[config.mk]
export PLATFORM = sky130hd
export DESIGN_NAME = dma_req_arbiter
export DESIGN_NICKNAME = d
export VERILOG_FILES = /design/src/rtl/dma_arb_pkg.sv /design/src/rtl/dma_arb_chan_elig.sv /design/src/rtl/dma_arb_pick.sv /design/src/rtl/dma_arb_gnt.sv /design/src/rtl/dma_req_arbiter.sv
export SDC_FILE = /design/constraint.sdc
export NUM_CORES = 1
export LEC_CHECK = 0
export CORE_AREA = 2 2 181 183
export CTS_BUF_LIST = sky130_fd_sc_hd__clkbuf_8
export DETAILED_ROUTE_END_ITERATION = 10
export DIE_AREA = 0 0 183 185
export HOLD_SLACK_MARGIN = 0.02
export PLACE_DENSITY = 0.5
export SLEW_MARGIN = 15
export SYNTH_ARGS = -nofsm -noshare
export SYNTH_HDL_FRONTEND = slang
export SYNTH_SLANG_ARGS = --single-unit
[constraint.sdc]
create_clock -name clk -period 2.69 [get_ports clk]
set_input_delay 0.269 -clock clk [delete_from_list [all_inputs] [get_ports clk]]
set_output_delay 0.269 -clock clk [all_outputs]
set_load 0.005 [all_outputs]
[src/rtl/dma_arb_pkg.sv]
package dma_arb_pkg;

  localparam int CFG_W    = 32;
  localparam int IDX_W    = 5;
  localparam int REQ_N    = 1 << IDX_W;
  localparam int FLOW_W   = 3;

  localparam int EN_BIT   = 0;
  localparam int SRC_LSB  = 1;
  localparam int DST_LSB  = 6;
  localparam int FLOW_LSB = 11;
  localparam int HALT_BIT = 18;

  typedef logic [FLOW_W-1:0] flow_t;

  localparam flow_t FLOW_FREE = 3'd0;
  localparam flow_t FLOW_DST  = 3'd1;
  localparam flow_t FLOW_SRC  = 3'd2;
  localparam flow_t FLOW_BOTH = 3'd3;

  typedef struct packed {
    logic             on;
    logic             stop;
    logic [IDX_W-1:0] src_idx;
    logic [IDX_W-1:0] dst_idx;
    flow_t            flow;
  } ch_view_t;

  function automatic ch_view_t view_cfg(input logic [CFG_W-1:0] w);
    ch_view_t v;
    v.on      = w[EN_BIT];
    v.stop    = w[HALT_BIT];
    v.src_idx = w[SRC_LSB +: IDX_W];
    v.dst_idx = w[DST_LSB +: IDX_W];
    v.flow    = w[FLOW_LSB +: FLOW_W];
    return v;
  endfunction

endpackage

[src/rtl/dma_arb_chan_elig.sv]
module dma_arb_chan_elig
  import dma_arb_pkg::*;
#(
  parameter int CNT_W = 12
) (
  input  logic             glb_on,
  input  logic [CFG_W-1:0] cfg,
  input  logic [CNT_W-1:0] remain,
  input  logic [REQ_N-1:0] req_vec,
  output logic             elig,
  output logic             flow_bad
);

  ch_view_t v;
  logic     candidate;
  logic     src_hit;
  logic     dst_hit;
  logic     req_ok;
  logic     has_work;

  always_comb begin
    v         = view_cfg(cfg);
    candidate = glb_on && v.on && !v.stop;
    src_hit   = req_vec[v.src_idx];
    dst_hit   = req_vec[v.dst_idx];
    has_work  = (remain != '0);
    unique case (v.flow)
      FLOW_FREE: req_ok = 1'b1;
      FLOW_DST:  req_ok = dst_hit;
      FLOW_SRC:  req_ok = src_hit;
      FLOW_BOTH: req_ok = src_hit && dst_hit;
      default:   req_ok = 1'b0;
    endcase
    flow_bad  = candidate && v.flow[FLOW_W-1];
    elig      = candidate && !v.flow[FLOW_W-1] && req_ok && has_work;
  end

endmodule

[src/rtl/dma_arb_pick.sv]
module dma_arb_pick #(
  parameter int NUM_CH = 8,
  localparam int CH_W = (NUM_CH > 1) ? $clog2(NUM_CH) : 1
) (
  input  logic [NUM_CH-1:0] elig,
  input  logic              prev_vld,
  input  logic [CH_W-1:0]   prev_ch,
  output logic              pick_vld,
  output logic [CH_W-1:0]   pick_ch
);

  logic            low_vld;
  logic [CH_W-1:0] low_ch;
  logic            keep_prev;

  always_comb begin
    low_vld = 1'b0;
    low_ch  = '0;
    for (int i = NUM_CH - 1; i >= 0; i--) begin
      if (elig[i]) begin
        low_vld = 1'b1;
        low_ch  = CH_W'(i);
      end
    end
  end

  assign keep_prev = prev_vld && elig[prev_ch];
  assign pick_vld  = low_vld;
  assign pick_ch   = keep_prev ? prev_ch : low_ch;

endmodule

[src/rtl/dma_arb_gnt.sv]
module dma_arb_gnt #(
  parameter int NUM_CH = 8,
  localparam int CH_W = (NUM_CH > 1) ? $clog2(NUM_CH) : 1
) (
  input  logic            clk,
  input  logic            rst_n,
  input  logic            pick_vld,
  input  logic [CH_W-1:0] pick_ch,
  input  logic            gnt_ready,
  output logic            gnt_valid,
  output logic [CH_W-1:0] gnt_chan,
  output logic            prev_vld,
  output logic [CH_W-1:0] prev_ch
);

  logic done;
  assign done = gnt_valid && gnt_ready;

  always_ff @(posedge clk or negedge rst_n) begin
    if (!rst_n) begin
      gnt_valid <= 1'b0;
      gnt_chan  <= '0;
      prev_vld  <= 1'b0;
      prev_ch   <= '0;
    end else if (done) begin
      gnt_valid <= 1'b0;
      prev_vld  <= 1'b1;
      prev_ch   <= gnt_chan;
    end else if (!gnt_valid && pick_vld) begin
      gnt_valid <= 1'b1;
      gnt_chan  <= pick_ch;
    end
  end

endmodule

[src/rtl/dma_req_arbiter.sv]
module dma_req_arbiter
  import dma_arb_pkg::*;
#(
  parameter int NUM_CH = 8,
  parameter int CNT_W  = 12,
  localparam int CH_W  = (NUM_CH > 1) ? $clog2(NUM_CH) : 1
) (
  input  logic                    clk,
  input  logic                    rst_n,
  input  logic [CFG_W-1:0]        glb_cfg,
  input  logic [NUM_CH*CFG_W-1:0] ch_cfg,
  input  logic [NUM_CH*CNT_W-1:0] ch_remain,
  input  logic [REQ_N-1:0]        preq_single,
  input  logic [REQ_N-1:0]        preq_burst,
  output logic                    gnt_valid,
  output logic [CH_W-1:0]         gnt_chan,
  input  logic                    gnt_ready,
  output logic [NUM_CH-1:0]       flow_err
);

  logic [REQ_N-1:0]  req_vec;
  logic [NUM_CH-1:0] elig;
  logic [NUM_CH-1:0] bad;
  logic              pick_vld;
  logic [CH_W-1:0]   pick_ch;
  logic              prev_vld;
  logic [CH_W-1:0]   prev_ch;

  assign req_vec = preq_single | preq_burst;

  for (genvar c = 0; c < NUM_CH; c++) begin : g_ch
    dma_arb_chan_elig #(.CNT_W(CNT_W)) u_elig (
      .glb_on   (glb_cfg[0]),
      .cfg      (ch_cfg[c*CFG_W +: CFG_W]),
      .remain   (ch_remain[c*CNT_W +: CNT_W]),
      .req_vec  (req_vec),
      .elig     (elig[c]),
      .flow_bad (bad[c])
    );
  end

  dma_arb_pick #(.NUM_CH(NUM_CH)) u_pick (
    .elig     (elig),
    .prev_vld (prev_vld),
    .prev_ch  (prev_ch),
    .pick_vld (pick_vld),
    .pick_ch  (pick_ch)
  );

  dma_arb_gnt #(.NUM_CH(NUM_CH)) u_gnt (
    .clk       (clk),
    .rst_n     (rst_n),
    .pick_vld  (pick_vld),
    .pick_ch   (pick_ch),
    .gnt_ready (gnt_ready),
    .gnt_valid (gnt_valid),
    .gnt_chan  (gnt_chan),
    .prev_vld  (prev_vld),
    .prev_ch   (prev_ch)
  );

  always_ff @(posedge clk or negedge rst_n) begin
    if (!rst_n) flow_err <= '0;
    else        flow_err <= bad;
  end

endmodule

Word-level counts from Yosys, hierarchy flattened
Cells that the tools add are included.
{"block": "totals", "ff_bits": 16, "inputBits": 451, "word_cells": 203}
{"block": "classes", "magnitude_cmp": 17, "eq_ne": 24, "muxes": 61, "bitwise": 2, "n_reduce_logical": 94}
{"cell": "5-bit by 6-bit less-than comparator with 1-bit output, second input constant", "count": 16}
{"cell": "12-bit nonzero test", "count": 8}
{"cell": "1-bit binary-select mux with 5-bit select", "count": 16}
{"cell": "1-bit logical AND", "count": 59}
{"cell": "3-bit by 2-bit == test with 1-bit output, second input constant", "count": 16}
{"cell": "32-bit OR", "count": 1}
{"cell": "1-bit case mux with 4 select lines", "count": 8}
{"cell": "1-bit 2-to-1 mux", "count": 27}
{"cell": "3-bit 2-to-1 mux", "count": 9}
{"cell": "3-bit by 1-bit == test with 1-bit output, second input constant", "count": 8}
{"cell": "3-bit zero test", "count": 8}
{"cell": "1-bit zero test", "count": 17}
{"cell": "3-bit by 4-bit less-than comparator with 1-bit output, second input constant", "count": 1}
{"cell": "1-bit binary-select mux with 3-bit select", "count": 1}
{"cell": "2-bit AND reduction", "count": 1}
{"cell": "2-bit nonzero test", "count": 1}
{"cell": "1-bit inverter", "count": 1}

Logic depth before layout (Yosys ltp)
{"block": "logic_depth", "ltp_word": 18, "ltp_mapped": 12, "mapped_depth_nobuf": 10}

Hierarchy
From an unflattened synthesis, not the netlist that was laid out.
{"block": "unflattened", "hier_cells": 542, "area_unflattened_um2": 6233.5}
{"module": "dma_arb_chan_elig (g_ch[1].u_elig ...)", "n_inst": 7, "cells_per_inst": 58, "area_each_um2": 665.6, "seq_area_each_um2": 0.0}
{"module": "dma_arb_chan_elig (g_ch[0].u_elig)", "n_inst": 1, "cells_per_inst": 47, "area_each_um2": 669.4, "seq_area_each_um2": 0.0}
{"module": "dma_req_arbiter", "n_inst": 1, "cells_per_inst": 40, "area_each_um2": 400.4, "seq_area_each_um2": 200.2}
{"module": "dma_arb_gnt", "n_inst": 1, "cells_per_inst": 19, "area_each_um2": 297.8, "seq_area_each_um2": 200.2}
{"module": "dma_arb_pick", "n_inst": 1, "cells_per_inst": 30, "area_each_um2": 206.4, "seq_area_each_um2": 0.0}

Worst setup path after synthesis
No wires, ideal clock.
{"block": "synth_path", "path_kind": "input -> register", "startpoint": "in ch_cfg[168]", "endpoint": "reg u_gnt.gnt_chan[1]", "setup_time_ns": 0.125, "t_arrival_ns": 3.267, "t_required_ns": 2.565, "setup_slack_ns": -0.702, "path_stages": 10, "path_cell_list": "buf_2 > mux4_2 > mux4_2 > o221ai_2 > a21oi_2 > nor4_4 > o41ai_2 > or4_4 > mux2_1 > mux2_2"}
{"block": "synth_between", "elab_chain_cells": 14, "word_cells_on_any_way": 24}
{"element": "start, declared", "line_no": "dma_req_arbiter.sv:11", "source": "input logic [NUM_CH*CFG_W-1:0] ch_cfg,"}
{"element": "1-bit binary-select mux with 5-bit select *", "line_no": "dma_arb_chan_elig.sv:25", "source": "dst_hit = req_vec[v.dst_idx];"}
{"element": "1-bit 2-to-1 mux (implied by the code) *", "line_no": "dma_arb_chan_elig.sv:25"}
{"element": "1-bit logical AND", "line_no": "dma_arb_chan_elig.sv:31", "source": "FLOW_BOTH: req_ok = src_hit && dst_hit;"}
{"element": "1-bit case mux with 4 select lines *", "line_no": "dma_arb_chan_elig.sv:27", "source": "unique case (v.flow)"}
{"element": "1-bit logical AND * (2 in a row)", "line_no": "dma_arb_chan_elig.sv:35", "source": "elig = candidate && !v.flow[FLOW_W-1] && req_ok && has_work;"}
{"element": "1-bit 2-to-1 mux (6 in a row)", "line_no": "dma_arb_pick.sv:20", "source": "if (elig[i]) begin"}
{"element": "1-bit logical AND", "line_no": "dma_arb_gnt.sv:29", "source": "end else if (!gnt_valid && pick_vld) begin"}
{"element": "2-bit AND reduction (no line)"}
{"element": "end signal, assigned", "line_no": "dma_arb_gnt.sv:31", "source": "gnt_chan <= pick_ch;"}
{"element": "end, declared", "line_no": "dma_arb_gnt.sv:11", "source": "output logic [CH_W-1:0] gnt_chan,"}
Mark *: on every way between the ends. The rest lies on a longest branch, timed or not. The select of a mux whose other input is x is not followed.
A chain may end at the register's enable or synchronous reset.

Worst setup path in the final report
{"block": "layout_path", "startpoint": "in ch_cfg[8]", "endpoint": "reg u_gnt.gnt_chan[1]"}
{"block": "layout_between", "elab_chain_cells": 10, "word_cells_on_any_way": 14}
{"element": "1-bit binary-select mux with 5-bit select *", "line_no": "dma_arb_chan_elig.sv:25"}
{"element": "1-bit 2-to-1 mux (implied by the code) *", "line_no": "dma_arb_chan_elig.sv:25"}
{"element": "1-bit logical AND", "line_no": "dma_arb_chan_elig.sv:31"}
{"element": "1-bit case mux with 4 select lines *", "line_no": "dma_arb_chan_elig.sv:27"}
{"element": "1-bit logical AND * (2 in a row)", "line_no": "dma_arb_chan_elig.sv:35"}
{"element": "1-bit binary-select mux with 3-bit select", "line_no": "dma_arb_pick.sv:27", "source": "assign keep_prev = prev_vld && elig[prev_ch];"}
{"element": "1-bit 2-to-1 mux (implied by the code)", "line_no": "dma_arb_pick.sv:27"}
{"element": "1-bit logical AND", "line_no": "dma_arb_pick.sv:27"}
{"element": "3-bit 2-to-1 mux", "line_no": "dma_arb_pick.sv:29", "source": "assign pick_ch = keep_prev ? prev_ch : low_ch;"}
Marked as above.

==> impl_metrics.tcl <==
set metrics [dict create \
    ys.flop_type "dfrtp_1" \
    synth_area_leaders "mux4_2 (35%), dfrtp_1 (6.5%), clkbuf_1 (4.0%)" \
    status "complete, but fails checks" \
    worstSetupEndpointType "flop" \
    worst_ep_required_time_ps 2830 \
    period_share 1.19 \
    grt_pass1_vias 9086 \
    detail_route.iter0.violations 956 \
    worstSetupPathType "input pin to flop" \
    rows 66 \
    synth_common_cells "mux4_2 (97), clkbuf_1 (65), nor2_1 (60)" \
    hp-class "input pin to asynchronous set/reset pin" \
    synth_edf_count 0 \
    synth-seq-cells 16 \
    synth.cell_area_sq_um 6160 \
    hold_viol 0 \
    ctsRootBufferMaster "clkbuf_8" \
    cp.arrival_ps 3340 \
    worst_slack_ps -517 \
    vias 9205 \
    grt_max_degree 17 \
    track_usage 0.229 \
    start_kind "input pin" \
    final_net_count 1710 \
    drcViolationCount 0 \
    setup-violations-final 4 \
    area_growth_pct 103 \
    pwr-share-seq 0.122 \
    critical_path.slowest_cell "or4_4" \
    use_met1 0.287 \
    yosysMostFrequentCell "mux4_2" \
    synth_warnings 0 \
    syn-num-nets 1150 \
    yosysUniqueCellTypes 71 \
    grt_pass1_wl_mm 57.5 \
    core_sq_um 32000 \
    p_int_mw 1.70 \
    routed_via_density 5.53 \
    fillers 3287 \
    max_freq_ghz 0.312 \
    drive_above_1_share 0.519 \
    ys_seq_area_frac 0.0649 \
    top_usage_layer "met2" \
    cp_cell_sequence "dlygate4sd2_1 -> buf_12 -> mux4_2 -> mux4_2 -> nor2b_4 -> o311ai_4 -> nor2_1 -> o22ai_2 -> or4_4 -> mux2_4 -> mux2_4" \
    grt-ovfl-total 0 \
    tightest_slew_ps 724 \
    diodes 0 \
    power_mw 2.86 \
    cts_tree "done" \
    dr.pass1.iters 6 \
    cp_top_family "multiplexers" \
    irDropWorstVdd_v 0.000189 \
    violations "negative setup slack" \
    path_buf_inv 2 \
    comb_power_share 0.816 \
    critPathMaxFanout 7 \
    synth_top_area_frac 0.354 \
    yosysTopAreaCell "mux4_2" \
    clkSinkCount 16 \
    dieHeight_um 185 \
    met3_usage 0.0590 \
    routedWlPerCell_um 24.7 \
    p_sw_mw 1.16 \
    startpoint "ch_cfg[8]" \
    switching_share 0.405 \
    postRouteWirelength_mm 41.1 \
    ant_nets 0 \
    rsz0062_at_grt "yes" \
    syn_area_per_cell_sq_um 8.82 \
    drv_slew 0 \
    power_leakage_nw 5.16 \
    synth_cells 699 \
    dieArea_sq_um 33900 \
    htreeDepth 1 \
    dpl.hpwl_mm 34.3 \
    path_clk_slew_ps 60 \
    seq_area_sq_um 400 \
    clock_latency_ps 250 \
    critPathMaxStageDelay_ps 550 \
    async_reset_ff_frac 1.00 \
    postPlaceCellArea_sq_um 11700 \
    met2_usage 0.384 \
    maxCapViolCount 0 \
    place_congestion 1.02 \
    initial_core_util 0.192 \
    fin_skew_ps 4.29 \
    fin_area_sq_um 12500 \
    io_pins 463 \
    r2r_start "u_gnt.prev_ch[1]$_DFFE_PN0P_" \
    multiInputGateArea_sq_um 6060 \
    fp.dieW_um 183 \
    slew-limit-headroom 0.516 \
    p_clk_frac 0.062 \
    antenna_found_initial 1 \
    io_buffer_count 295 \
    cts_buffers 3 \
    p_per_area_nw_per_um2 229 \
    clockBufferDepth 2 \
    min_period_ps 3210 \
]
## power by group through the flow
| stage | sequential [mW] | clock (mW) | combinational [mW] |
|---|---|---|---|
| finish | 0.350 | 0.178 | 2.34 |
| global placement | 0.345 | 0 | 2.04 |
| detailed placement | 0.350 | 0 | 2.05 |
| floorplan | 0.340 | 0 | 0.833 |
| CTS | 0.350 | 0.185 | 2.20 |
| global route | 0.361 | 0.192 | 2.46 |
## worst reg2reg max path, cell delays in order, from the launching register on
cell      delay (ps)
dfrtp_1          360
inv_1            100
a211oi_2         170
o211ai_1         110
o211ai_1         170
o22ai_2          120
or4_4            550
mux2_4           310
mux2_4           260
## area by class of cell
class	instances	area share
well taps	408	0.0408
flip-flops and latches	16	0.0320
multi-input cells	578	0.484
inverters	35	0.0115
clock buffers	3	0.00330
repair buffers	625	0.429
## placed cells by master, fill, tap and decap left out, types with 5 or more instances in the layout
cell               n
nor2b_1            7
clkdlybuf4s50_1  185
nand2_1           23
or3_1              6
buf_2             24
a211o_1            7
mux2_2            11
a2111oi_0          6
o2111ai_1          6
nor2_2            13
o21ai_0           20
a2111oi_2          6
nand4_1            8
o22ai_1            5
or2_2             12
nand2b_1          13
nor2_1            26
buf_12             8
buf_6             34
mux4_2            97
nand3b_1           9
nor3b_1           10
a21oi_1           19
dlygate4sd2_1     11
inv_1             27
nor3_1            40
nor2_4            23
mux2i_1           11
nor4_1            29
or2_4              8
a31oi_1            7
nand3_1           18
mux2_4             5
buf_4            300
o211ai_1          12
inv_2              7
dlymetal6s2s_1    20
dfrtp_1           16
clkbuf_2          38
## state kept, by name, indices dropped and copies added, names as in the netlist
| name | flops |
|---|---|
| flow_err | 8 |
| u_gnt.gnt_chan | 3 |
| u_gnt.prev_ch | 3 |
| u_gnt.gnt_valid | 1 |
| u_gnt.prev_vld | 1 |
## path summary, 6_finish.rpt
path / slack, ps / end / cells after the start
max in group asynchronous: 1780 / flow_err[2]$_DFF_PN0_ / 1
setup / recovery: -520 / u_gnt.gnt_chan[1]$_DFFE_PN0P_ / 11
hold / removal: 450 / flow_err[5]$_DFF_PN0_ / 1
setup reg to reg: 430 / u_gnt.gnt_chan[1]$_DFFE_PN0P_ / 8
hold reg to reg: 540 / u_gnt.gnt_chan[2]$_DFFE_PN0P_ / 2
min in group clk: 540 / u_gnt.gnt_chan[2]$_DFFE_PN0P_ / 2
## timing repair
item / in CTS / in global routing
setup endpoints to repair: 4 / 4
endpoints found under the hold margin: 0 / 0
cloned: 1 / 3
hold buffers: 0 / 0
pin swaps: 30 / 46
gates resized for setup: 264 / 249
setup buffers: 14 / 16
## kinds of logic after synthesis
family / count (synthesis) / synth area share
simple gates: 287 / 0.260
compound gates: 164 / 0.205
mux: 125 / 0.403
buf+inv: 107 / 0.0668
flops: 16 / 0.0649
## through the flow
step	hold WS, ps	TNS (ps)	std cells	utilization	setup slack (ps)
6_report	449	-1280	1665	0.391	-517
5_1_grt	532	-1520	1665	0.391	-550
4_1_cts	483	-1610	1648	0.382	-550
3_5_place_dp	509	-4900	1633	0.366	-1360
3_3_place_gp	495	-4950	1633	0.366	-1330
2_1_floorplan	-26.6	-476	699	-	-434
## layer usage
metal,share of wire,up-vias
li1,-,4015
met5,0.00032,-
met1,0.39,4428
met3,0.11,96
met4,0.041,2
met2,0.45,664
No activity file was read; power rests on OpenSTA's default activity.
